`config.mk`:
```
export PLATFORM = sky130hd
export DESIGN_NAME = serial_tx_unit
export DESIGN_NICKNAME = d
export VERILOG_FILES = /design/src/rtl/serial_tx_pkg.sv /design/src/rtl/tx_hold_reg.sv /design/src/rtl/tx_frame_build.sv /design/src/rtl/tx_shifter.sv /design/src/rtl/tx_done_flag.sv /design/src/rtl/serial_tx_unit.sv
export SDC_FILE = /design/constraint.sdc
export NUM_CORES = 1
export LEC_CHECK = 0
export BUFFER_PORTS_ARGS = -buffer_cell sky130_fd_sc_hd__buf_2
export CAP_MARGIN = 5
export CORE_AREA = 2 2 74 62
export CTS_CLUSTER_DIAMETER = 150
export DETAILED_ROUTE_END_ITERATION = 16
export DIE_AREA = 0 0 76 64
export PLACE_DENSITY = 0.75
export SKIP_CTS_REPAIR_TIMING = 1
export SLEW_MARGIN = 20
export SYNTH_ARGS = -nofsm -noshare
export SYNTH_HDL_FRONTEND = slang
export SYNTH_SLANG_ARGS = --single-unit
```
`constraint.sdc`:
```
create_clock -name clk_i -period 2.3 [get_ports clk_i]
set_clock_uncertainty 0.15 [all_clocks]
set_input_delay 0.46 -clock clk_i [delete_from_list [all_inputs] [get_ports clk_i]]
set_output_delay 0.46 -clock clk_i [all_outputs]
set_load 0.01 [all_outputs]
```
`src/rtl/serial_tx_pkg.sv`:
```
package serial_tx_pkg;
  typedef struct packed {
    logic par_en;
    logic par_odd;
    logic two_stop;
  } frame_cfg_t;
endpackage

```
`src/rtl/tx_hold_reg.sv`:
```
module tx_hold_reg #(
  parameter int unsigned DATA_W = 9
) (
  input  logic              clk_i,
  input  logic              rst_ni,
  input  logic              wr_i,
  input  logic [DATA_W-1:0] wr_data_i,
  input  logic              take_i,
  output logic              full_o,
  output logic [DATA_W-1:0] data_o
);
  logic              full_q;
  logic [DATA_W-1:0] data_q;

  always_ff @(posedge clk_i or negedge rst_ni) begin
    if (!rst_ni) begin
      full_q <= 1'b0;
      data_q <= '0;
    end else begin
      if (take_i) full_q <= 1'b0;
      // write while full is dropped; full_q is the pre-edge value
      if (wr_i && !full_q) begin
        data_q <= wr_data_i;
        full_q <= 1'b1;
      end
    end
  end

  assign full_o = full_q;
  assign data_o = data_q;
endmodule

```
`src/rtl/tx_frame_build.sv`:
```
module tx_frame_build
  import serial_tx_pkg::*;
#(
  parameter int unsigned DATA_W  = 9,
  parameter int unsigned MIN_W   = 5,
  parameter int unsigned LEN_W   = 3,
  parameter int unsigned FRAME_W = 13,
  parameter int unsigned CNT_W   = 4
) (
  input  logic [DATA_W-1:0]  data_i,
  input  logic [LEN_W-1:0]   len_code_i,
  input  frame_cfg_t         cfg_i,
  output logic [FRAME_W-1:0] frame_o,
  output logic [CNT_W-1:0]   nbits_o
);
  localparam int unsigned SPAN = DATA_W - MIN_W;
  localparam logic [LEN_W-1:0] MAX_CODE = LEN_W'(SPAN);

  logic [CNT_W-1:0]   ndata;
  logic [DATA_W-1:0]  mask;
  logic [FRAME_W-1:0] dext;
  logic               par_bit;

  assign ndata = (len_code_i > MAX_CODE) ? CNT_W'(DATA_W)
                                         : CNT_W'(MIN_W) + CNT_W'(len_code_i);

  genvar g;
  generate
    for (g = 0; g < DATA_W; g++) begin : g_mask
      assign mask[g] = (CNT_W'(g) < ndata);
    end
  endgenerate

  assign par_bit = (^(data_i & mask)) ^ cfg_i.par_odd;
  assign dext    = {{(FRAME_W-DATA_W){1'b1}}, data_i};

  // bit 0 = start, then data, then parity, rest stays high (stop)
  always_comb begin
    frame_o    = '1;
    frame_o[0] = 1'b0;
    for (int p = 1; p < FRAME_W; p++) begin
      if (CNT_W'(p) <= ndata)
        frame_o[p] = dext[p-1];
      else if (cfg_i.par_en && (CNT_W'(p) == ndata + CNT_W'(1)))
        frame_o[p] = par_bit;
    end
  end

  assign nbits_o = CNT_W'(2) + ndata + CNT_W'(cfg_i.par_en) + CNT_W'(cfg_i.two_stop);
endmodule

```
`src/rtl/tx_shifter.sv`:
```
module tx_shifter #(
  parameter int unsigned FRAME_W = 13,
  parameter int unsigned CNT_W   = 4
) (
  input  logic               clk_i,
  input  logic               rst_ni,
  input  logic               tick_i,
  input  logic               start_ok_i,
  input  logic [FRAME_W-1:0] frame_i,
  input  logic [CNT_W-1:0]   nbits_i,
  output logic               take_o,
  output logic               done_set_o,
  output logic               busy_o,
  output logic               line_o
);
  logic [FRAME_W-1:0] shift_q;
  logic [CNT_W-1:0]   cnt_q;
  logic               busy_q;
  logic               last_bit;

  assign last_bit   = busy_q && tick_i && (cnt_q == CNT_W'(1));
  assign take_o     = start_ok_i && (!busy_q || last_bit);
  assign done_set_o = last_bit && !start_ok_i;

  always_ff @(posedge clk_i or negedge rst_ni) begin
    if (!rst_ni) begin
      shift_q <= '1;
      cnt_q   <= '0;
      busy_q  <= 1'b0;
    end else if (take_o) begin
      shift_q <= frame_i;
      cnt_q   <= nbits_i;
      busy_q  <= 1'b1;
    end else if (last_bit) begin
      shift_q <= '1;
      cnt_q   <= '0;
      busy_q  <= 1'b0;
    end else if (busy_q && tick_i) begin
      shift_q <= {1'b1, shift_q[FRAME_W-1:1]};
      cnt_q   <= cnt_q - CNT_W'(1);
    end
  end

  assign busy_o = busy_q;
  assign line_o = busy_q ? shift_q[0] : 1'b1;
endmodule

```
`src/rtl/tx_done_flag.sv`:
```
module tx_done_flag (
  input  logic clk_i,
  input  logic rst_ni,
  input  logic set_i,
  input  logic ack_i,
  input  logic clr_i,
  output logic flag_o
);
  logic flag_q;

  always_ff @(posedge clk_i or negedge rst_ni) begin
    if (!rst_ni)             flag_q <= 1'b0;
    else if (set_i)          flag_q <= 1'b1;
    else if (ack_i || clr_i) flag_q <= 1'b0;
  end

  assign flag_o = flag_q;
endmodule

```
`src/rtl/serial_tx_unit.sv`:
```
module serial_tx_unit
  import serial_tx_pkg::*;
#(
  parameter int unsigned DATA_W = 9,
  parameter int unsigned MIN_W  = 5,
  parameter int unsigned LEN_W  = 3
) (
  input  logic              clk_i,
  input  logic              rst_ni,
  input  logic              tx_en_i,
  input  logic [LEN_W-1:0]  char_len_i,
  input  logic              par_en_i,
  input  logic              par_odd_i,
  input  logic              two_stop_i,
  input  logic              baud_tick_i,
  input  logic              wr_i,
  input  logic [DATA_W-1:0] wr_data_i,
  input  logic              irq_ack_i,
  input  logic              done_clr_i,
  input  logic              done_ie_i,
  input  logic              global_ie_i,
  output logic              tx_o,
  output logic              pin_own_o,
  output logic              done_o,
  output logic              irq_o
);
  localparam int unsigned FRAME_W = DATA_W + 4;
  localparam int unsigned CNT_W   = $clog2(FRAME_W + 1);

  logic               hold_full;
  logic [DATA_W-1:0]  hold_data;
  logic               take;
  logic               busy;
  logic               done_set;
  logic [FRAME_W-1:0] frame;
  logic [CNT_W-1:0]   nbits;
  frame_cfg_t         cfg;

  assign cfg = '{par_en: par_en_i, par_odd: par_odd_i, two_stop: two_stop_i};

  tx_hold_reg #(.DATA_W(DATA_W)) u_hold (
    .clk_i(clk_i), .rst_ni(rst_ni), .wr_i(wr_i), .wr_data_i(wr_data_i),
    .take_i(take), .full_o(hold_full), .data_o(hold_data)
  );

  tx_frame_build #(
    .DATA_W(DATA_W), .MIN_W(MIN_W), .LEN_W(LEN_W), .FRAME_W(FRAME_W), .CNT_W(CNT_W)
  ) u_build (
    .data_i(hold_data), .len_code_i(char_len_i), .cfg_i(cfg),
    .frame_o(frame), .nbits_o(nbits)
  );

  tx_shifter #(.FRAME_W(FRAME_W), .CNT_W(CNT_W)) u_shift (
    .clk_i(clk_i), .rst_ni(rst_ni), .tick_i(baud_tick_i),
    .start_ok_i(tx_en_i && hold_full), .frame_i(frame), .nbits_i(nbits),
    .take_o(take), .done_set_o(done_set), .busy_o(busy), .line_o(tx_o)
  );

  tx_done_flag u_flag (
    .clk_i(clk_i), .rst_ni(rst_ni), .set_i(done_set), .ack_i(irq_ack_i),
    .clr_i(done_clr_i), .flag_o(done_o)
  );

  // pin stays owned while a frame drains after the enable drops
  assign pin_own_o = tx_en_i || busy;
  assign irq_o     = done_o && done_ie_i && global_ie_i;
endmodule

```
==> flow_metrics.tcl, run 1 <==
set metrics [dict create \
    worstPathArrival_ns 2.45 \
    required_ns 2.34 \
    dr.pass1.iters 4 \
    vias_per_cell 5.59 \
    root_buffer "clkbuf_8" \
    insertedDiodeCount 0 \
    final-hold-violation-count 0 \
    ys_warn_count 0 \
    status "complete, but fails checks" \
    synth_area_leaders "dfrtp_1 20%, dfstp_2 17%, o21ai_0 6.2%" \
    max_stage_delay_ns 0.35 \
    dieArea_mm2 0.00486 \
    hpwl_um 4150 \
    antenna_found_initial 0 \
    slew_viol_final 0 \
    p_leak_nw 1.21 \
    grt_pass1_wl_um 9000 \
    end_kind "register" \
    startpoint_type "input port" \
    start_util 0.492 \
    worst_pin_slew_ns 0.668 \
    post-route-min-period_ns 2.40 \
    port_buffers 27 \
    crit_path_cell_trace "buf_8 > inv_4 > ha_4 > nand2b_4 > or3_4 > nand3_2 > mux2i_1 > xnor3_2 > mux2i_4 > a22oi_1" \
    wl_per_cell_um 15.7 \
    p_total_w 0.00302 \
    hold_class "in -> async" \
    synth_edf_count 0 \
    num_vias 1969 \
    gp_congestion 0.866 \
    cts.sinks 29 \
    grt_use_total 0.236 \
    crit_slowest_cell "xnor3_2" \
    avgSynthCellArea_um2 8.98 \
    worst_slack_ns -0.101 \
    cts.clk_slew.worst_paths_ns 0.06 \
    synth_common_cells "25 x o21ai_0, 24 x nor2_1, 17 x nand2_1" \
    layout.nets 324 \
    relSlewSlack 0.555 \
    drcViolationCount 0 \
    core_area_mm2 0.00407 \
    clockBufferDepth 2 \
    fin_crit_sh 1.04 \
    die_h_um 64 \
    drt-initial-drc-count 113 \
    grt_max_degree 30 \
    setup_viol 9 \
    area_delta_synth_final_pct 36.0 \
    critical_path.max_fanout 8 \
    p_per_area_mw_per_mm2 1110 \
    insertion_delay_ns 0.29 \
    grt_pass1_vias 1891 \
    synth.cell_area_mm2 0.00200 \
    yosysMostFrequentCell "o21ai_0" \
    htree_levels 2 \
    die_x_um 76 \
    num_rows 21 \
    synth_ff_type "dfrtp_1" \
    drive_gt1_frac 0.424 \
    synth_top_area_cell "dfrtp_1" \
    syn-instance-count 223 \
    synth_cell_types 54 \
    cts_tree "done" \
    routed_wl_um 5530 \
    violations "setup timing" \
    cts_inserted_buffers 5 \
    max_freq_mhz 417 \
    path_class "in -> reg" \
    maxCapViolCount 0 \
    holdWs_ns 0.0517 \
    grt_overflow_total 0 \
    io_pins 28 \
    synth.net_count 253 \
    rsz0062_at_grt "true" \
    timing.setup.tns_ns -0.635 \
    seq_area_frac_synth 0.370 \
    vdd_drop_max_mv 0.666 \
    synth_top_area_share 0.200 \
    ant_nets 0 \
    synth-seq-cells 29 \
    postSynth.asyncResetShare 1.00 \
]
flip-flops by register name, indices dropped and copies added, names as in the netlist:
register / count
u_shift.shift_q: 13
u_hold.data_o: 9
u_shift.busy_o: 1
u_flag.flag_o: 1
u_shift.cnt_q: 4
u_hold.full_o: 1
layer usage:
metal | GRT usage | vias to the layer above | part of all wire
li1 | - | 954 | -
met1 | 0.324 | 945 | 0.45
met2 | 0.383 | 60 | 0.47
met3 | 0.0494 | 10 | 0.064
met4 | 0.0636 | 0 | 0.013
met5 | 0 | - | 0
area by class of cell:
type / instances / area (µm²)
inverters: 8 / 35.0
repair buffers: 73 / 497
flip-flops and latches: 29 / 742
multi-input cells: 177 / 1270
well taps: 57 / 71.3
fillers: 330 / 1350
clock buffers: 8 / 111
cell usage in the layout (no fill, tap or decap), types with 2 or more instances in the layout:
cell / instances
a22o_1: 2
nor2b_1: 2
o22ai_2: 2
buf_2: 25
dfrtp_1: 16
and4_1: 2
nor3_1: 9
a22oi_1: 4
clkbuf_8: 6
nand3_1: 8
a31oi_1: 2
dfstp_2: 13
o22ai_1: 3
and2_1: 3
ha_1: 3
o21ai_1: 5
buf_4: 46
and3_1: 5
nand2_1: 17
nor2_1: 24
or3_1: 2
o21ai_0: 21
a21oi_1: 7
xor2_1: 2
nand2b_1: 4
inv_1: 6
xnor2_1: 2
nand3b_1: 2
mux2_2: 8
nor3b_1: 3
a221o_1: 2
inv_4: 2
mux2i_1: 3
kinds of logic after synthesis:
logic type / share of synthesized area
multiplexers: 0.0712
buffers and inverters: 0.0362
XOR/XNOR: 0.0294
AO/OA/AOI/OAI: 0.197
AND/OR/NAND/NOR: 0.254
flip-flops: 0.370
adder cells (fa/ha/maj): 0.0412
stage by stage:
stage	setup WS [ns]	util	std cells	cell area, µm²
after floorplan	-0.266	-	223	2030
after global placement	-0.374	0.621	344	2530
after detailed placement	-0.458	0.621	344	2530
after CTS	-0.162	0.648	352	2640
after global routing	-0.168	0.669	352	2720
final	-0.101	0.669	352	2720
power by group:
part           total (W)  internal (W)  switching (W)
sequential      0.000978      0.000789       0.000189
combinational    0.00154      0.000792       0.000747
clock           0.000509      0.000309       0.000200
total            0.00302       0.00189        0.00114
worst max-delay path, delay by kind of cell:
kind | cells | cell delay (ns)
mux | 2 | 0.57
compound gates | 1 | 0.15
xor+xnor | 1 | 0.35
simple gates | 3 | 0.54
buf+inv | 2 | 0.15
fa+ha+maj | 1 | 0.21
final timing paths:
kind,start,end,slack (ns),cells after the start
max,char_len_i[0],u_shift.shift_q[10],-0.10,10
min,rst_ni,u_shift.cnt_q[3],0.05,1
max reg2reg,u_shift.cnt_q[1],u_shift.shift_q[10],0.08,9
min reg2reg,u_shift.shift_q[0],u_shift.shift_q[0],0.33,2
max in group asynchronous,rst_ni,u_hold.data_o[8],1.50,1
min in group clk_i,wr_data_i[8],u_hold.data_o[8],0.23,3
Note: power is estimated with default switching activity, not from simulation.
==> run 2, diff against run 1 <==
==> constraint.sdc (replaced) <==
create_clock -name clk_i -period 2.1 [get_ports clk_i]
set_clock_uncertainty 0.15 [all_clocks]
set_input_delay 0.42 -clock clk_i [delete_from_list [all_inputs] [get_ports clk_i]]
set_output_delay 0.42 -clock clk_i [all_outputs]
set_load 0.01 [all_outputs]
==> run 2 against run 1 <==
Effect of this change:
- critical path type unchanged
- design area is 2.8% higher
- combinational power is 17% higher
- clock power is 4% lower
- cell count is 1.4% higher
- setup slack worse by 0.16 ns
- count of clock-buffer cells in the layout stayed put
- register-to-register slack worse by 0.17 ns
- die area stayed put
- sequential power is 9% higher
- the run still ends with setup timing left
- worst hold slack worse by 0.033 ns
- non-clock buffer count is 5 higher
==> flow_metrics.tcl, run 2 (synthesis results as in run 1) <==
set metrics [dict create \
    critPathBufInv 2 \
    largest_register "u_shift.shift_q" \
    drcViolationCount 0 \
    drive_gt1_frac 0.460 \
    cts.clk_slew.worst_paths_ns 0.06 \
    p_total_w 0.00336 \
    largest_register_ffs 13 \
    max_stage_delay_ns 0.50 \
    p_per_area_mw_per_mm2 1200 \
    relSlewSlack 0.554 \
    die_x_um 76 \
    cts_tree "done" \
    ant_nets 0 \
    grt_max_degree 30 \
    final_cell_area_mm2 0.00280 \
    placed_area_mm2 0.00253 \
    port_buffers 27 \
    hpwl_um 4040 \
    crit_path_cell_trace "buf_6 > buf_4 > a21oi_4 > a21boi_0 > o22ai_1 > xnor2_1 > xnor3_2 > mux2i_4 > a41oi_2" \
    hold_class "in -> async" \
    routed_wl_um 5560 \
    dr.pass1.iters 4 \
    insertedDiodeCount 0 \
    max_freq_mhz 423 \
    crit_family "compound AO/OA/AOI/OAI gates" \
    worst_slack_ns -0.261 \
    fin_crit_sh 1.12 \
    fillers 308 \
    required_ns 2.14 \
    slew_viol_final 0 \
    core_area_mm2 0.00407 \
    start_util 0.492 \
    critical_path.max_fanout 9 \
    path_class "in -> reg" \
    crit_slowest_cell "xnor3_2" \
    rsz0062_at_grt "true" \
    dieArea_mm2 0.00486 \
    final-hold-violation-count 0 \
    area_delta_synth_final_pct 39.8 \
    worst_pin_slew_ns 0.670 \
    drt-initial-drc-count 142 \
    layout.nets 329 \
    vias_per_cell 5.57 \
    htree_levels 2 \
    post-place-ws_ns -0.603 \
    p_leak_nw 1.23 \
    antenna_found_initial 0 \
    cts_inserted_buffers 5 \
    die_h_um 64 \
    end_kind "register" \
    status "complete, but fails checks" \
    grt_use_total 0.230 \
    final_cell_mix "43 x buf_4, 26 x buf_2, 23 x nor2_1" \
    layout_commonest_cell "buf_4" \
    num_vias 1990 \
    worstPathArrival_ns 2.40 \
    cts.sinks 29 \
    holdWs_ns 0.0187 \
    violations "setup timing" \
    maxCapViolCount 0 \
    setup_viol 12 \
    grt_pass1_vias 1884 \
    post-route-min-period_ns 2.36 \
    startpoint_type "input port" \
    timing.setup.tns_ns -2.01 \
    clockBufferDepth 2 \
    grt_overflow_total 0 \
    io_pins 28 \
    wl_per_cell_um 15.6 \
    insertion_delay_ns 0.29 \
    root_buffer "clkbuf_8" \
    vdd_drop_max_mv 0.853 \
    gp_congestion 0.927 \
    grt_pass1_wl_um 8790 \
    num_rows 21 \
]
run 2: path summary, 6_finish.rpt:
kind / slack, ns / endpoint / startpoint / cells past startpoint
max in group asynchronous: 1.35 / u_hold.data_o[3] / rst_ni / 1
max reg2reg: -0.09 / u_shift.shift_q[11] / u_hold.data_o[3] / 6
max: -0.26 / u_shift.shift_q[11] / char_len_i[0] / 9
min in group clk_i: 0.19 / u_hold.data_o[8] / wr_data_i[8] / 3
min reg2reg: 0.34 / u_shift.shift_q[0] / u_shift.shift_q[0] / 2
min: 0.02 / u_shift.cnt_q[2] / rst_ni / 1
run 2: area by class of cell:
| class | count | area, µm² | area share |
|---|---|---|---|
| flip-flops and latches | 29 | 742 | 0.265 |
| multi-input cells | 177 | 1300 | 0.466 |
| repair buffers | 78 | 558 | 0.199 |
| inverters | 8 | 35.0 | 0.0125 |
| clock buffers | 8 | 90.1 | 0.0322 |
| well taps | 57 | 71.3 | 0.0255 |
run 2: worst reg2reg max path, delay by kind of cell (launching register included):
kind           cells  cell delay [ns]
flip-flops         1             0.40
multiplexers       1             0.35
AO/OA/AOI/OAI      3             0.54
XOR/XNOR           2             0.65
run 2: through the flow:
step	instances	utilization
after floorplan	223	-
after global placement	344	0.621
after detailed placement	344	0.621
after CTS	352	0.643
after global routing	357	0.688
final	357	0.688
run 2: per-layer routing:
layer  vias up  GRT usage  share of wire
met2        72      0.364           0.46
met1       941      0.316           0.46
met4         0     0.0727          0.019
met5         -          0              0
li1        964          -              -
met3        13     0.0523          0.065
run 2: power breakdown:
group	total (W)	internal, W	switching (W)
registers	0.00107	0.000864	0.000208
clock network	0.000490	0.000267	0.000223
logic	0.00180	0.000937	0.000860
total	0.00336	0.00207	0.00129
